**src/rtl/rxwin_pkg.sv**
```systemverilog
package rxwin_pkg;
  localparam int NUM_TMR = 3;
  localparam int T_MASK  = 0;
  localparam int T_NRT   = 1;
  localparam int T_GPT   = 2;

  typedef enum logic [1:0] {
    GPT_TRIG_CMD     = 2'd0,
    GPT_TRIG_RXSTART = 2'd1,
    GPT_TRIG_RXEND   = 2'd2,
    GPT_TRIG_CMD_ALT = 2'd3
  } gptTrig_e;

  // control -> datapath strobes, one bit per timer
  typedef struct packed {
    logic [NUM_TMR-1:0] start;
    logic [NUM_TMR-1:0] stop;
  } tmrStrobe_t;
endpackage

```
**src/rtl/rxwin_dp.sv**
```systemverilog
module rxwin_dp
  import rxwin_pkg::*;
#(
  parameter int TMR_W = 8,
  parameter int PRE_W = 6
) (
  input  logic                           clk,
  input  logic                           rst,
  input  logic                           tick,
  input  tmrStrobe_t                     strobe,
  input  logic [NUM_TMR-1:0][TMR_W-1:0]  loadVal,
  input  logic [NUM_TMR-1:0][PRE_W-1:0]  divM1,
  output logic [NUM_TMR-1:0]             hit
);
  for (genvar i = 0; i < NUM_TMR; i++) begin : g_tmr
    logic [TMR_W-1:0] cnt;
    logic [PRE_W-1:0] pre;
    logic [PRE_W-1:0] lim;
    logic             run;

    always_ff @(posedge clk) begin
      if (rst) begin
        run <= 1'b0;
        cnt <= '0;
        pre <= '0;
        lim <= '0;
      end else if (strobe.start[i]) begin
        run <= (loadVal[i] != '0);
        cnt <= loadVal[i];
        pre <= '0;
        lim <= divM1[i];
      end else if (strobe.stop[i]) begin
        run <= 1'b0;
      end else if (run && tick) begin
        if (pre == lim) begin
          pre <= '0;
          cnt <= cnt - 1'b1;
          if (cnt == TMR_W'(1)) run <= 1'b0;
        end else begin
          pre <= pre + 1'b1;
        end
      end
    end

    // final tick of a run, unless a start or stop claims this cycle
    assign hit[i] = run && tick && (pre == lim) && (cnt == TMR_W'(1))
                    && !strobe.start[i] && !strobe.stop[i];
  end
endmodule

```
**src/rtl/rxwin_ctrl.sv**
```systemverilog
module rxwin_ctrl
  import rxwin_pkg::*;
#(
  parameter int TMR_W    = 8,
  parameter int PRE_W    = 6,
  parameter int LP_DIV   = 8,
  parameter int LONG_DIV = 64
) (
  input  logic                          clk,
  input  logic                          rst,
  input  logic                          eot,
  input  logic                          replyStart,
  input  logic                          replyEnd,
  input  logic                          replyBusy,
  input  logic                          cmdClear,
  input  logic                          cmdStartNrt,
  input  logic                          cmdStartGpt,
  input  logic                          lowPower,
  input  logic                          nrtLong,
  input  logic                          nrtAlwaysCfg,
  input  logic [1:0]                    gptTrig,
  input  logic [TMR_W-1:0]              cfgMask,
  input  logic [NUM_TMR-1:0]            hit,
  output tmrStrobe_t                    strobe,
  output logic [NUM_TMR-1:0][PRE_W-1:0] divM1,
  output logic                          nrtAlways,
  output logic                          rxOn,
  output logic                          irqNrt,
  output logic                          irqGpt
);
  logic gptFire;
  logic nrtForceLow;

  always_comb begin
    gptFire = cmdStartGpt
            || (gptTrig == GPT_TRIG_RXSTART && replyStart)
            || (gptTrig == GPT_TRIG_RXEND   && replyEnd);

    strobe.start[T_MASK] = eot;
    strobe.start[T_NRT]  = eot || cmdStartNrt;
    strobe.start[T_GPT]  = gptFire;

    strobe.stop[T_MASK]  = cmdClear;
    strobe.stop[T_NRT]   = !nrtAlways && (cmdClear || replyStart);
    strobe.stop[T_GPT]   = cmdClear;

    divM1[T_MASK] = lowPower ? PRE_W'(LP_DIV - 1)   : '0;
    divM1[T_NRT]  = nrtLong  ? PRE_W'(LONG_DIV - 1) : '0;
    divM1[T_GPT]  = '0;

    nrtForceLow = hit[T_NRT] && (!nrtAlways || !replyBusy);
  end

  always_ff @(posedge clk) begin
    if (rst) begin
      nrtAlways <= 1'b0;
      rxOn      <= 1'b0;
      irqNrt    <= 1'b0;
      irqGpt    <= 1'b0;
    end else begin
      if (strobe.start[T_NRT]) nrtAlways <= nrtAlwaysCfg;
      irqNrt <= hit[T_NRT];
      irqGpt <= hit[T_GPT];
      if (eot)                 rxOn <= (cfgMask == '0);
      else if (nrtForceLow)    rxOn <= 1'b0;
      else if (hit[T_MASK])    rxOn <= 1'b1;
    end
  end
endmodule

```
**src/rtl/rxwin_timers.sv**
```systemverilog
module rxwin_timers
  import rxwin_pkg::*;
#(
  parameter int TMR_W    = 8,
  parameter int LP_DIV   = 8,
  parameter int LONG_DIV = 64
) (
  input  logic             clk,
  input  logic             rst,
  input  logic             tick,
  input  logic             eot,
  input  logic             replyStart,
  input  logic             replyEnd,
  input  logic             replyBusy,
  input  logic             cmdClear,
  input  logic             cmdStartNrt,
  input  logic             cmdStartGpt,
  input  logic             lowPower,
  input  logic             nrtLong,
  input  logic             nrtAlwaysCfg,
  input  logic [1:0]       gptTrig,
  input  logic [TMR_W-1:0] cfgMask,
  input  logic [TMR_W-1:0] cfgNrt,
  input  logic [TMR_W-1:0] cfgGpt,
  output logic             rxOn,
  output logic             irqNrt,
  output logic             irqGpt
);
  localparam int PRE_W = $clog2(LONG_DIV > LP_DIV ? LONG_DIV : LP_DIV);

  tmrStrobe_t                    strobe;
  logic [NUM_TMR-1:0][TMR_W-1:0] loadVal;
  logic [NUM_TMR-1:0][PRE_W-1:0] divM1;
  logic [NUM_TMR-1:0]            hit;
  logic                          nrtAlways;

  assign loadVal[T_MASK] = cfgMask;
  assign loadVal[T_NRT]  = cfgNrt;
  assign loadVal[T_GPT]  = cfgGpt;

  rxwin_ctrl #(.TMR_W(TMR_W), .PRE_W(PRE_W), .LP_DIV(LP_DIV), .LONG_DIV(LONG_DIV)) u_ctrl (
    .clk(clk), .rst(rst), .eot(eot), .replyStart(replyStart), .replyEnd(replyEnd),
    .replyBusy(replyBusy), .cmdClear(cmdClear), .cmdStartNrt(cmdStartNrt),
    .cmdStartGpt(cmdStartGpt), .lowPower(lowPower), .nrtLong(nrtLong),
    .nrtAlwaysCfg(nrtAlwaysCfg), .gptTrig(gptTrig), .cfgMask(cfgMask), .hit(hit),
    .strobe(strobe), .divM1(divM1), .nrtAlways(nrtAlways), .rxOn(rxOn),
    .irqNrt(irqNrt), .irqGpt(irqGpt)
  );

  rxwin_dp #(.TMR_W(TMR_W), .PRE_W(PRE_W)) u_dp (
    .clk(clk), .rst(rst), .tick(tick), .strobe(strobe),
    .loadVal(loadVal), .divM1(divM1), .hit(hit)
  );
endmodule

```
**config.mk**
```make
export PLATFORM = sky130hd
export DESIGN_NAME = rxwin_timers
export DESIGN_NICKNAME = d
export VERILOG_FILES = /design/src/rtl/rxwin_pkg.sv /design/src/rtl/rxwin_dp.sv /design/src/rtl/rxwin_ctrl.sv /design/src/rtl/rxwin_timers.sv
export SDC_FILE = /design/constraint.sdc
export NUM_CORES = 1
export LEC_CHECK = 0
export BUFFER_PORTS_ARGS = -buffer_cell sky130_fd_sc_hd__buf_2
export CAP_MARGIN = 20
export CORE_MARGIN = 3
export CORE_UTILIZATION = 54
export DETAILED_ROUTE_END_ITERATION = 10
export GPL_ROUTABILITY_DRIVEN = 0
export PLACE_DENSITY = 0.76
export SYNTH_ARGS = -nofsm -noshare
export SYNTH_HDL_FRONTEND = slang
export SYNTH_SLANG_ARGS = --single-unit
```
**constraint.sdc**
```tcl
create_clock -name clk -period 3.7 [get_ports clk]
set_input_delay 0.185 -clock clk [delete_from_list [all_inputs] [get_ports clk]]
set_output_delay 0.185 -clock clk [all_outputs]
set_load 0.05 [all_outputs]
```
Word-level counts from Yosys, hierarchy flattened
Cells that the tools add are included.
{"block": "classes", "n_eq_ne": 10, "n_addsub": 6, "n_reduce_logical": 64, "n_bitwise": 2, "n_mux": 35}
{"cell": "two-way mux 8 bit", "count": 12}
{"cell": "nonzero test 3 bit", "count": 10}
{"cell": "equality test 8 x 1 -> 1 bit, second input constant", "count": 3}
{"cell": "two-way mux 6 bit", "count": 4}
{"cell": "nonzero test 8 bit", "count": 3}
{"cell": "subtractor 8 x 1 -> 8 bit, second input constant", "count": 3}
{"cell": "logical AND 1 bit", "count": 19}
{"cell": "adder 6 x 1 -> 6 bit, second input constant", "count": 3}
{"cell": "two-way mux 1 bit", "count": 18}
{"cell": "AND reduction 3 bit", "count": 6}
{"cell": "equality test 6 bit", "count": 2}
{"cell": "nonzero test 2 bit", "count": 6}
{"cell": "logical NOT 8 bit", "count": 1}
{"cell": "logical NOT 1 bit", "count": 7}
{"cell": "logical NOT 6 bit", "count": 1}
{"cell": "AND reduction 2 bit", "count": 3}
{"cell": "OR reduction 2 bit", "count": 3}
{"cell": "logical OR 1 bit", "count": 5}
{"cell": "!= test 2 x 1 -> 1 bit, second input constant", "count": 2}
{"cell": "two-way mux 3 bit", "count": 1}
{"cell": "equality test 2 x 1 -> 1 bit, second input constant", "count": 1}
{"cell": "equality test 2 bit, second input constant", "count": 1}
{"cell": "!= test 2 bit, second input constant", "count": 1}
{"cell": "NOT 1 bit", "count": 2}
{"block": "totals", "out_inout_bits": 3, "regBits": 61, "word_cells": 132}

Depth between registers and ports, before layout
{"block": "logic_depth", "depth_word": 8, "depth_mapped": 7, "depth_no_buf": 7}

Cells and area by module
A second synthesis with hierarchy kept.
{"block": "unflattened", "hier_cells": 458, "hier_area_um2": 3912.5}
{"mod": "rxwin_dp", "area_per_inst_um2": 3549.7, "n_inst": 1, "cells_each": 413}
{"mod": "rxwin_ctrl", "area_per_inst_um2": 362.8, "n_inst": 1, "cells_each": 45}

Worst setup path after synthesis
Ideal clock, no wire load.
{"block": "synth_timing", "path_kind": "reg2reg", "start": "register u_dp.g_tmr[0].pre[0]", "end": "register u_dp.g_tmr[0].cnt[5]", "setup_ns": 0.115, "path_stages_with_launch": 7, "path_buffers": 1, "t_arrival_ns": 1.655, "setup_slack_ns": 1.930, "cell_sequence": "dfxtp_1 or4_1 a211oi_2 buf_4 nand4b_1 xnor2_1 o21a_1"}
{"block": "synth_via", "elab_chain_len": 3}
{"item": "start, declared", "line": "rxwin_dp.sv:17", "text": "logic [PRE_W-1:0] pre;"}
{"item": "start signal, assigned", "line": "rxwin_dp.sv:40", "text": "pre <= pre + 1'b1;"}
{"item": "equality test 6 bit", "line": "rxwin_dp.sv:35", "text": "if (pre == lim) begin"}
{"item": "nonzero test 2 bit (no source line)"}
{"item": "AND reduction 3 bit (no source line)"}
{"item": "end signal, assigned", "line": "rxwin_dp.sv:29", "text": "cnt <= loadVal[i];"}
{"item": "end signal, assigned", "line": "rxwin_dp.sv:37", "text": "cnt <= cnt - 1'b1;"}
{"item": "end, declared", "line": "rxwin_dp.sv:16", "text": "logic [TMR_W-1:0] cnt;"}
Every way passes these cells.
A chain may end at the register's enable or synchronous reset.

Worst setup path in the final report
Ends and elaborated chain as after synthesis.

==> summary.md <==
| Metric | Value |
|---|---|
| Reg2reg setup slack | `roughly 1.5 ns` |
| Run status | `finished, final reports clean` |
| Max Fanout on Critical Path | `11` |
| Slew @ Worst Pin | `around 0.73 ns` |
| Worst r2r path cells | `5` |
| Hold crit path type | `in2reg` |
| H-tree Lvls | `2` |
| Skew final | `0.00855 ns` |
| Die X | `77.4 um` |
| CTS tree | `built` |
| Count of final hold-check violations | `0` |
| Netlist Area Pre-Place | `2750 sq um` |
| Asr flop ratio synth | `0%` |
| Number of global-route vias before repair | `approximately 2200` |
| Post-DRT Antenna Nets | `0` |
| CTS sink cnt | `51` |
| CP Class | `reg2reg` |
| Met1 usage in global routing | `25.0%` |
| First-pass GRT wire length | `~9.6 mm` |
| Most frequent cell after synthesis | `dfxtp_1` |
| Routed vias | `roughly 2400` |
| GR Layer Usage met3 | `~4.4%` |
| Psw | `0.000292 W` |
| Most Crowded Layer GR | `met2` |
| 1st-iter DRT viols | `96` |
| Internal Power | `0.000779 W` |
| Seq/Total Area, Yosys | `37.1%` |
| Gr ovfl total | `0` |
| Post-synthesis register bit count | `51` |
| Met2 Use GR | `around a third` |
| Share of cells above drive strength 1 | `roughly 18%` |
| Yosys cell types | `55` |
| Clock buffer count from CTS | `5` |
| Avg Inst Size Synth | `about 8.5 sq um` |
| Slew Viols, Final | `0` |
| Final Non-Filler Cells | `between 400 and 500` |
| Post-DP HPWL | `slightly above 4 mm` |
| Setup TNS | `0 ns` |
| P per Cell Area | `approximately 350 nW/um^2` |
| Synth Instances | `322` |
| Core area | `a little under 5000 sq um` |
| Largest net degree at the start of global routing | `41` |
| CTS clk-pin slew, worst paths | `about 0.10 ns` |
| Final WS setup | `1.51 ns` |
| Pleak | `around 1.2 nW` |
| Area growth syn-to-layout | `12.0%` |
| Hold-fix buffers, CTS | `0` |
| Worst-Skew Late Latency | `approximately 0.3 ns` |
| Pwr Total | `0.00107 W` |
| Post-layout min period | `between 2 and 2.5 ns` |
| Fmax | `about 460 MHz` |
| Placement Setup Slack | `between 1.5 and 2 ns` |
| Routed WL per cell | `13.1 um` |
| Fill cell count | `around 450` |
| Maximum root-to-sink buffer count | `2` |
| Switch share | `27.3%` |
| Initial core utilization | `a little under three fifths` |
| Crit path arrival time | `2.39 ns` |
| Slew HR | `slightly above 50%` |
| Hold Path Sink | `u_dp.g_tmr[1].lim[4]` |
| Nets | `405` |
| Sequential power share | `a little under three fifths` |
| Clk root buf | `clkbuf_8` |
| Data required time of the critical path | `just under 4 ns` |
| Yosys top cell by area | `dfxtp_1` |
| Post-synth top cells | `dfxtp_1, nor2_1, nand2_1, xnor2_1, a21oi_1` |
| Rows | `25` |
| Max-cap viol count | `0` |
| Vias per inst | `approximately 5.6` |
| Ys flop type | `dfxtp_1` |
| Initial antenna violation count | `0` |
| Worst hold margin | `0.118 ns` |
| Tot GR Track Use | `around 20%` |
| Max rail drop VDD | `around 0.00027 V` |
| Register area | `about 1000 sq um` |
| N_diodes | `0` |
| Height of the die | `roughly 77 um` |
| RSZ-0062 raised after global routing | `false` |
| Worst Setup Start Kind | `register` |
| Hold Crit Depth | `3` |
| Routed WL | `5.57 mm` |
| Synth top area share | `~37%` |
| Post_cts resized | `0` |
| Drt pass-1 iters | `4` |
| Number of flops mapped to enable cells by yosys | `0` |
| # Post-CTS Setup Buffers | `0` |
| Post-synth net total | `between 300 and 400` |
| Multi-input gate area | `roughly 1600 sq um` |
| Warnings from Yosys | `0` |
| # setup viols final | `0` |
| Area of the die | `roughly 6000 sq um` |
| Clk network pwr share | `between 20 and 30%` |
| Crit share post-route | `between 50% and 60%` |
| Port Buffers | `41` |
| DRC | `0` |
| Cells taking the most area after synthesis | `dfxtp_1, nor2_1, xnor2_1, xor2_1, ha_1` |
| Worst reg2reg startpoint | `u_dp.g_tmr[0].pre[0]` |
| Comb pwr share | `about 15%` |
| Io pins | `42` |
| Worst Setup End Kind | `register` |
| Worst r2r dst | `u_dp.g_tmr[0].cnt[5]` |
| Min-Delay Startpoint | `nrtLong` |
| DP Cell Count | `roughly 420` |
## layer usage
metal / vias up / part of all wire, %
met1: 1106 / 46
met3: 6 / 3.8
met5: - / 0
li1: 1204 / -
met4: 0 / 0.93
met2: 41 / 49
## cell usage in the layout, fill, tap and decap left out, drive strengths merged, types with 3 or more instances in the layout
master and n:
and3b 3, or4 5, buf 43, inv 15, clkbuf 6, and3 3, nor2 46, a211oi 17
or3 5, nand2 20, xor2 16, or2 3, o21a 5, dfxtp 51, xnor2 19, nor3 5
nand3b 4, a21oi 18, ha 10, nand4 9, nand3 13, nor4 9
## sequential cells by signal, indices dropped and copies added, names as in the netlist
register,flops
u_ctrl.rxOn,1
u_ctrl.irqGpt,1
u_dp.g_tmr.pre,18
u_dp.g_tmr.cnt,24
u_dp.g_tmr.lim,2
u_ctrl.irqNrt,1
u_dp.g_tmr.run,3
u_ctrl.nrtAlways,1
## kinds of logic (layout without fill, tap and decap cells)
logic type	after synthesis	count (layout)	share of synthesized area (%)
AO/OA/AOI/OAI	55	55	14.7
XOR/XNOR	35	35	11.1
adder cells (fa/ha/maj)	10	10	4.55
buffers and inverters	31	66	4.46
flip-flops	51	51	37.1
multiplexers	2	2	0.728
AND/OR/NAND/NOR	138	138	27.3
## critical path: stages, from the launching register on
cell and delay (ns):
dfxtp_1 0.36, or4_1 0.58, a211oi_2 0.62, nand4b_1 0.20
xnor2_1 0.17, o21a_1 0.16
## worst max-delay path by stage
stage / slack, ns / startpoint / cells past startpoint / to
after global routing: 1.37 / u_dp.g_tmr[0].pre[0] / 5 / u_dp.g_tmr[0].cnt[6]
final: 1.51 / u_dp.g_tmr[0].pre[0] / 5 / u_dp.g_tmr[0].cnt[5]
after floorplan: 1.93 / u_dp.g_tmr[0].pre[0] / 6 / u_dp.g_tmr[0].cnt[5]
after global placement: 1.56 / u_dp.g_tmr[0].pre[0] / 5 / u_dp.g_tmr[0].cnt[5]
after CTS: 1.51 / u_dp.g_tmr[0].pre[0] / 5 / u_dp.g_tmr[0].cnt[5]
after detailed placement: 1.53 / u_dp.g_tmr[0].pre[0] / 5 / u_dp.g_tmr[0].cnt[6]
## cell type report
class,instances,area share [%]
Sequential cell,51,33.2
Clock inverter,2,0.406
Clock buffer,6,2.36
Inverter,15,1.83
Tap cell,67,2.72
Timing Repair Buffer,43,7.15
Multi-Input combinational cell,240,52.4
## metrics by stage
| step | instance area, sq um | utilization (%) |
|---|---|---|
| CTS | 3070 | 63.8 |
| global placement | 2990 | 62.0 |
| global route | 3080 | 63.9 |
| detailed placement | 2990 | 62.0 |
| finish | 3080 | 63.9 |
| floorplan | 2750 | - |
## power groups by stage
stage                     Sequential, W  Clock (W)  Combinational, W
after global placement         0.000608          0          0.000158
final                          0.000597   0.000313          0.000162
after CTS                      0.000596   0.000323          0.000162
after detailed placement       0.000609          0          0.000161
after global routing           0.000600   0.000347          0.000183
after floorplan                0.000606          0          0.000112
No activity file was read; power rests on OpenSTA's default activity.
